File: config.mk
export PLATFORM = sky130hd
export DESIGN_NAME = pix_alu
export DESIGN_NICKNAME = d
export VERILOG_FILES = /design/src/rtl/pix_alu_pkg.sv /design/src/rtl/pix_seg_adder.sv /design/src/rtl/pix_lane_fix.sv /design/src/rtl/pix_alu.sv
export SDC_FILE = /design/constraint.sdc
export NUM_CORES = 1
export LEC_CHECK = 0
export BUFFER_PORTS_ARGS = -buffer_cell sky130_fd_sc_hd__clkbuf_2
export CORE_MARGIN = 2
export CORE_UTILIZATION = 55
export CTS_CLUSTER_SIZE = 16
export DETAILED_ROUTE_END_ITERATION = 8
export PLACE_DENSITY = 0.81
export SLEW_MARGIN = 30
export SYNTH_ARGS = -nofsm -noshare
export SYNTH_HDL_FRONTEND = slang
export SYNTH_SLANG_ARGS = --single-unit
File: constraint.sdc
create_clock -name clk -period 45.5 [get_ports clk]
set_clock_uncertainty 0.15 [all_clocks]
set_input_delay 4.55 -clock clk [delete_from_list [all_inputs] [get_ports clk]]
set_output_delay 4.55 -clock clk [all_outputs]
set_load 0.03 [all_outputs]
File: src/rtl/pix_alu_pkg.sv
package pix_alu_pkg;

  localparam int DATA_W = 32;
  localparam int NLANE  = 6;
  localparam int OP_W   = 3;

  typedef enum logic [OP_W-1:0] {
    OP_ADD = 3'd0,
    OP_SUB = 3'd1,
    OP_AVG = 3'd2,
    OP_AND = 3'd3,
    OP_OR  = 3'd4,
    OP_XOR = 3'd5
  } alu_op_e;

  // lowest bit of each field; index NLANE returns the word width
  function automatic int lane_lo(input int idx);
    case (idx)
      0:       return 0;
      1:       return 6;
      2:       return 11;
      3:       return 16;
      4:       return 22;
      5:       return 27;
      default: return DATA_W;
    endcase
  endfunction

  function automatic int lane_w(input int idx);
    return lane_lo(idx + 1) - lane_lo(idx);
  endfunction

  function automatic logic [DATA_W-1:0] lane_start_mask();
    logic [DATA_W-1:0] m;
    m = '0;
    for (int i = 0; i < NLANE; i++) m[lane_lo(i)] = 1'b1;
    return m;
  endfunction

  function automatic logic [DATA_W-1:0] lane_end_mask();
    logic [DATA_W-1:0] m;
    m = '0;
    for (int i = 0; i < NLANE; i++) m[lane_lo(i + 1) - 1] = 1'b1;
    return m;
  endfunction

endpackage

File: src/rtl/pix_seg_adder.sv
module pix_seg_adder
  import pix_alu_pkg::*;
#(
  parameter int W    = DATA_W,
  parameter int NSEG = NLANE
) (
  input  logic [W-1:0]    a,
  input  logic [W-1:0]    b,
  input  logic            inv_b,
  input  logic            cin,
  input  logic            cut,
  output logic [W-1:0]    sum,
  output logic [NSEG-1:0] seg_co,
  output logic            co
);
  localparam int SIW = $clog2(NSEG + 1);
  localparam logic [W-1:0] START_M = lane_start_mask();
  localparam logic [W-1:0] END_M   = lane_end_mask();

  logic [W-1:0] bb;
  assign bb = inv_b ? ~b : b;

  // single ripple chain; a mux at each segment start restarts the carry
  always_comb begin
    logic           c;
    logic [SIW-1:0] sidx;
    c      = cin;
    sidx   = '0;
    sum    = '0;
    seg_co = '0;
    for (int k = 0; k < W; k++) begin
      if (cut && START_M[k] && (k != 0)) c = cin;
      sum[k] = a[k] ^ bb[k] ^ c;
      c = (a[k] & bb[k]) | (a[k] & c) | (bb[k] & c);
      if (END_M[k]) begin
        seg_co[sidx] = c;
        sidx = sidx + 1'b1;
      end
    end
    co = c;
  end
endmodule

File: src/rtl/pix_lane_fix.sv
module pix_lane_fix
  import pix_alu_pkg::*;
#(
  parameter int W = 6
) (
  input  logic [OP_W-1:0] op,
  input  logic            sat_en,
  input  logic [W-1:0]    s,
  input  logic            co,
  output logic [W-1:0]    r
);
  // turns a raw segment sum and its carry into the field result
  always_comb begin
    case (op)
      OP_ADD:  r = (sat_en && co)  ? '1 : s;
      OP_SUB:  r = (sat_en && !co) ? '0 : s;
      OP_AVG:  r = {co, s[W-1:1]};
      default: r = s;
    endcase
  end
endmodule

File: src/rtl/pix_alu.sv
module pix_alu
  import pix_alu_pkg::*;
#(
  parameter bit OUT_REG = 1'b1
) (
  input  logic              clk,
  input  logic              rst,
  input  logic              packed_en,
  input  logic [OP_W-1:0]   op,
  input  logic [DATA_W-1:0] opa,
  input  logic [DATA_W-1:0] opb,
  output logic [DATA_W-1:0] result,
  output logic              carry_out
);
  logic              is_arith;
  logic              add_inv, add_cin;
  logic [DATA_W-1:0] raw_sum;
  logic [NLANE-1:0]  seg_co;
  logic              full_co;
  logic [DATA_W-1:0] base_r, pk_r, res_c;
  logic              co_c;

  assign is_arith = (op == OP_ADD) || (op == OP_SUB) || (op == OP_AVG);
  assign add_inv  = (op == OP_SUB);
  assign add_cin  = (op == OP_SUB) || (op == OP_AVG);

  pix_seg_adder #(.W(DATA_W), .NSEG(NLANE)) u_add (
    .a(opa), .b(opb), .inv_b(add_inv), .cin(add_cin), .cut(packed_en),
    .sum(raw_sum), .seg_co(seg_co), .co(full_co)
  );

  pix_lane_fix #(.W(DATA_W)) u_base (
    .op(op), .sat_en(1'b0), .s(raw_sum), .co(full_co), .r(base_r)
  );

  for (genvar i = 0; i < NLANE; i++) begin : g_lane
    localparam int LO = lane_lo(i);
    localparam int LW = lane_w(i);
    logic [LW-1:0] lr, la, lb;

    pix_lane_fix #(.W(LW)) u_fix (
      .op(op), .sat_en(1'b1), .s(raw_sum[LO +: LW]), .co(seg_co[i]), .r(lr)
    );
    assign pk_r[LO +: LW] = lr;
    assign la = opa[LO +: LW];
    assign lb = opb[LO +: LW];

    // a clamped unsigned sum is never below either addend
    assert_sat_add_R2: assert property (@(posedge clk) disable iff (rst)
      (packed_en && op == OP_ADD) |-> (lr >= la && lr >= lb));
    // a clamped unsigned difference never exceeds the minuend
    assert_sat_sub_R3: assert property (@(posedge clk) disable iff (rst)
      (packed_en && op == OP_SUB) |-> (lr <= la));
    // an average lies between its two inputs
    assert_avg_range_R4: assert property (@(posedge clk) disable iff (rst)
      (packed_en && op == OP_AVG) |->
      ((lr >= la || lr >= lb) && (lr <= la || lr <= lb)));
  end

  always_comb begin
    res_c = '0;
    co_c  = 1'b0;
    if (is_arith) begin
      res_c = packed_en ? pk_r : base_r;
      co_c  = !packed_en && (op != OP_AVG) && full_co;
    end else begin
      case (op)
        OP_AND:  res_c = opa & opb;
        OP_OR:   res_c = opa | opb;
        OP_XOR:  res_c = opa ^ opb;
        default: res_c = '0;
      endcase
    end
  end

  // the ripple chain matches a plain 33-bit sum in baseline mode
  assert_base_add_R5: assert property (@(posedge clk) disable iff (rst)
    (!packed_en && op == OP_ADD) |->
    ({co_c, res_c} == ({1'b0, opa} + {1'b0, opb})));
  // xor result recovers the first operand
  assert_xor_R7: assert property (@(posedge clk) disable iff (rst)
    (op == OP_XOR) |-> ((res_c ^ opb) == opa));

  if (OUT_REG) begin : g_reg
    always_ff @(posedge clk) begin
      if (rst) begin
        result    <= '0;
        carry_out <= 1'b0;
      end else begin
        result    <= res_c;
        carry_out <= co_c;
      end
    end
  end else begin : g_comb
    assign result    = res_c;
    assign carry_out = co_c;
  end
endmodule

== After elaboration in Yosys (flattened, before gate mapping) ==
Index checks and enable logic that the tools add are counted.
Storage, ports and cells
  bits of input ports: 70
  output and inout port bits: 33
  word-level logic and storage cells: 273
  bits in registers: 33
Operators by class
  bitwise gates (word level): 229
  reductions and logical operators: 8
  equality and inequality tests: 6
  muxes and demuxes: 28
Operators by type and width (number)
  $mux W32: 4
  $and A1 B1 Y1: 96
  $pmux W32 S3: 1
  $or A1 B1 Y1: 64
  $xor A1 B1 Y1: 64
  $pmux W5 S3: 4
  $mux W5: 8
  $pmux W6 S3: 2
  $and A32 B32 Y32: 1
  $not A32 Y32: 1
  $or A32 B32 Y32: 1
  $xor A32 B32 Y32: 1
  $mux W6: 4
  $eq A3 B2 Y1 const B: 2
  $eq A3 B3 Y1 const B: 2
  $mux W1: 5
  $eq A3 B1 Y1 const B: 1
  $logic_not A3 Y1: 1
  $logic_or A1 B1 Y1: 3
  $ne A3 B2 Y1 const B: 1
  $logic_and A1 B1 Y1: 2
  $reduce_or A2 Y1: 1
  $logic_not A1 Y1: 1
  $not A1 Y1: 1

== Logic depth before layout (Yosys ltp) ==
  word-level depth: 107
  depth in mapped cells: 61
  depth with buffers taken out: 59

== By module ==
From an unflattened synthesis, not the netlist that was laid out.
Unflattened totals
  cells, all modules: 819
  area total of the unflattened synthesis: 6249.7 sq um
By module, submodules not included
  pix_alu: cells each 394, sequential area each 660.6 sq um, instances 1, area an instance 3210.6 sq um
  pix_seg_adder: cells each 140, sequential area each 0.0 sq um, instances 1, area an instance 1285.0 sq um
  pix_lane_fix (g_lane[1].u_fix ...): cells each 37, sequential area each 0.0 sq um, instances 4, area an instance 209.0 sq um
  pix_lane_fix (u_base): cells each 57, sequential area each 0.0 sq um, instances 1, area an instance 480.5 sq um
  pix_lane_fix (g_lane[0].u_fix ...): cells each 40, sequential area each 0.0 sq um, instances 2, area an instance 219.0 sq um

== Least setup slack after synthesis ==
No wires, ideal clock.
  path kind: input to register
  start: input op[1]
  end: register result[30]
  buffers on the path: 3
  data arrival time: 17.773 ns
  slack: 27.443 ns
  data required time: 45.216 ns
  stages: 59
  setup time: 0.134 ns
  cell sequence: buf_4 > buf_2 > nor3_2 > buf_4 > xnor2_1 > fa_1 > fa_1 > fa_1 > inv_1 > fa_1 > fa_1 > fa_1 > inv_1 > a21oi_1 > fa_1 > inv_1 > fa_1 > fa_1 > (+23 left out) > a21oi_1 > fa_1 > inv_1 > fa_1 > fa_1 > inv_1 > fa_1 > fa_1 > inv_1 > a21oi_1 > fa_1 > inv_1 > fa_1 > fa_1 > fa_1 > maj3_1 > a221oi_1 > o22ai_1
Between the ends
  cells in the longest elaborated chain, start to end: 107
  elaborated cells on any way between the ends: 186
  those cells by class: 5 x eq/ne; 13 x mux; 164 x bitwise; 4 x reduce/logical
Ends and longest elaborated chain
  from (decl): line pix_alu.sv:9  | input logic [OP_W-1:0] op,
  $eq A3 B1 Y1 / $eq A3 B2 Y1 (equally long branches)
  $mux W32 / $logic_or A1 B1 Y1 (equally long branches): line pix_seg_adder.sv:21, pix_alu.sv:25
  $and A1 B1 Y1: line pix_seg_adder.sv:34  | c = (a[k] & bb[k]) | (a[k] & c) | (bb[k] & c);
  $or A1 B1 Y1 (2 in series): line pix_seg_adder.sv:34
  $and A1 B1 Y1: line pix_seg_adder.sv:34
  $or A1 B1 Y1 (2 in series): line pix_seg_adder.sv:34
  $and A1 B1 Y1: line pix_seg_adder.sv:34
  $or A1 B1 Y1 (2 in series): line pix_seg_adder.sv:34
  (+86 left out)
  $and A1 B1 Y1: line pix_seg_adder.sv:34
  $or A1 B1 Y1 (2 in series): line pix_seg_adder.sv:34
  $and A1 B1 Y1: line pix_seg_adder.sv:34
  $or A1 B1 Y1 (2 in series): line pix_seg_adder.sv:34
  $mux W5 (on tied branches): line pix_lane_fix.sv:16, pix_lane_fix.sv:15
  $pmux W5 S3: line pix_lane_fix.sv:14  | case (op)
  $mux W32: line pix_alu.sv:64  | res_c = packed_en ? pk_r : base_r;
  $mux W32 (*): line pix_alu.sv:63  | if (is_arith) begin
  to (signal assigned): line pix_alu.sv:90  | result <= res_c;
  to (decl): line pix_alu.sv:12  | output logic [DATA_W-1:0] result,
Mark *: on every way between the ends. The rest lies on a longest branch, timed or not.
A chain may end at the register's enable or synchronous reset.

== Worst setup path after layout ==
  start: input op[0]
  end: register result[30]
The elaborated chain is that of the path after synthesis.

==> results.cfg <==
[yosys]
synth_edf_count = 0
yosysTopAreaCell = ha_1
synth_cells = 536
synth_top_area_share_pct = 17.1
synth_area_leaders = ha_1 17%, dfxtp_1 14%, fa_1 14%
synth_fp_nets = 702
ys_ff_latch = 33
seq_area_frac_synth_pct = 14.1
syn_avg_cell_area_um2 = 8.73
synth_cell_type_count = 36
synth_area_mm2 = 0.00468
ys.flop_type = dfxtp_1
synthArstFlopShare_pct = 0
yosys_warnings = 0

[floorplanning]
num_io_pins = 103
num_rows = 33
dieArea_mm2 = 0.00926
dieHeight_um = 96.3
die_w_um = 96.3
core_mm2 = 0.00822
initial_core_util_pct = 57.0

[routing]
first_pass_iters = 7
via_per_inst = 6.12
wl_mm = 12.7
drc_errors = 0
final_antenna_net_count = 0
vias = 4378
drtIter0Drc = 341
avgRoutedWirePerCell_um = 17.7

[sta]
fmax_mhz = 52.8
fin_crit_ns = 18.94
finalHoldViolCount = 0
setup_viol = 0
tightest_slew_ns = 0.979
fin_setup_tns_ns = 0
rsz0062_at_grt = false
slew_violations = 0
fin_crit_sh_pct = 41.6
relSlewSlack_pct = 34.4

[place]
dp.final_hpwl_mm = 9.25
io_buffers = 102
routabilityCongestion = 0.955

[setup_path]
crit_path_frequent_cell = fa_1
critical_path.max_fanout = 31
slowest_delay_ns = 0.52
cp_slowest_cell = fa_1
crit_arrival_ns = 18.94
crit_required_ns = 45.50
critPathLaunchType = primary input
worst-setup-path-type = primary input to flop
crit_path_end_kind = flop

[clock_network]
path_clk_slew_ns = 0.08
post_cts_buffers = 0
cts_root_buffer = clkbuf_8
cts_sinks = 33
ctsHoldBuffers = 0
cts_buffers = 5
cts_tree = built
cts-resized-gates = 0
htreeDepth = 2
clockBufferDepth = 2

[power]
p_leak_nw = 2.52
ir_drop_v = 0.0000119
p_total_mw = 0.126
p_per_area_mw_per_mm2 = 23.8

[status]
status = finished, final reports clean

[global_routing]
grt_util_all_layers_pct = 28.4
grt_pass1_vias = 4347
grt_antenna_before_repair = 0
grt_overflow = 0
grt_max_degree = 54
grt_pass1_wl_mm = 20.6

[flow_run]
cap_violations = 0

[final_layout]
area_growth_syn_to_layout_pct = 13.0
final_cell_mix = 102 x clkbuf_2, 83 x inv_1, 64 x ha_1
drive_gt1_share_pct = 21.8
final_common_cell = clkbuf_2
antenna_cells = 0
nNetsFinal = 775

[min_path]
hold_path_class = primary input to flop
## kinds of logic after synthesis
| family | share of synthesized area (%) |
|---|---|
| buf+inv | 11.2 |
| xor+xnor | 6.17 |
| simple gates | 7.75 |
| compound gates | 23.6 |
| flops | 14.1 |
| fa+ha+maj | 37.2 |
## path summary, 6_finish.rpt
kind,startpoint,to,slack (ns),cells past startpoint
worst max-delay path,op[0],result[30],26.56,58
worst min-delay path,opb[21],result[21],4.63,5
## registers in the layout, summed over array words and instances, names as in the netlist
register   cells
carry_out      1
result        32
## synthesized netlist by cell type, drive strengths merged, types with 8 or more instances
master and number:
nor2 30, maj3 30, xnor2 33, o31ai 8, o22a 32, o22ai 20
a22oi 32, fa 32, a211oi 10, nor3 15, a221oi 10, o21ai 12
dfxtp 33, buf 23, inv 84, a21oi 19, ha 64, clkbuf 19
and3 16
## worst max-delay path, delay by kind of cell
kind                     cells  cell delay [ns]
XOR/XNOR                     1             0.20
AO/OA/AOI/OAI                7             0.91
adder cells (fa/ha/maj)     31            10.58
AND/OR/NAND/NOR              1             0.23
buffers and inverters       18             2.46
## report_power, final
group | leakage, nW | switching [mW] | total (mW) | internal [mW]
registers | 0.272 | 0.000713 | 0.0323 | 0.0316
clock network | 0.0542 | 0.0123 | 0.0260 | 0.0137
logic | 2.19 | 0.0397 | 0.0676 | 0.0279
total | 2.52 | 0.0527 | 0.126 | 0.0732
## final cells by class
cell class / count / area [um^2]
flip-flops and latches: 33 / 661
clock inverters: 1 / 5.00
repair buffers: 108 / 556
inverters: 84 / 315
fillers: 695 / 2930
multi-input cells: 377 / 3530
clock buffers: 7 / 96.3
well taps: 105 / 131
## metrics by stage
stage	util, %	instances	hold slack, ns	worst slack, ns	area, um^2
6_report	64.4	715	4.63	26.56	5290
2_1_floorplan	-	536	4.70	27.44	4680
3_5_place_dp	63.1	707	4.84	26.28	5180
3_3_place_gp	63.0	707	4.84	26.73	5170
4_1_cts	64.3	715	4.64	26.58	5280
5_1_grt	64.4	715	4.67	25.62	5290
## metal layers
metal,wire length (um),vias up,track usage (%)
met1,5100,2120,35.7
met3,964,24,4.31
met2,6320,206,49.8
li1,-,2028,-
met5,0,-,0
met4,282,0,8.93
(Power assumes the default switching activity.)
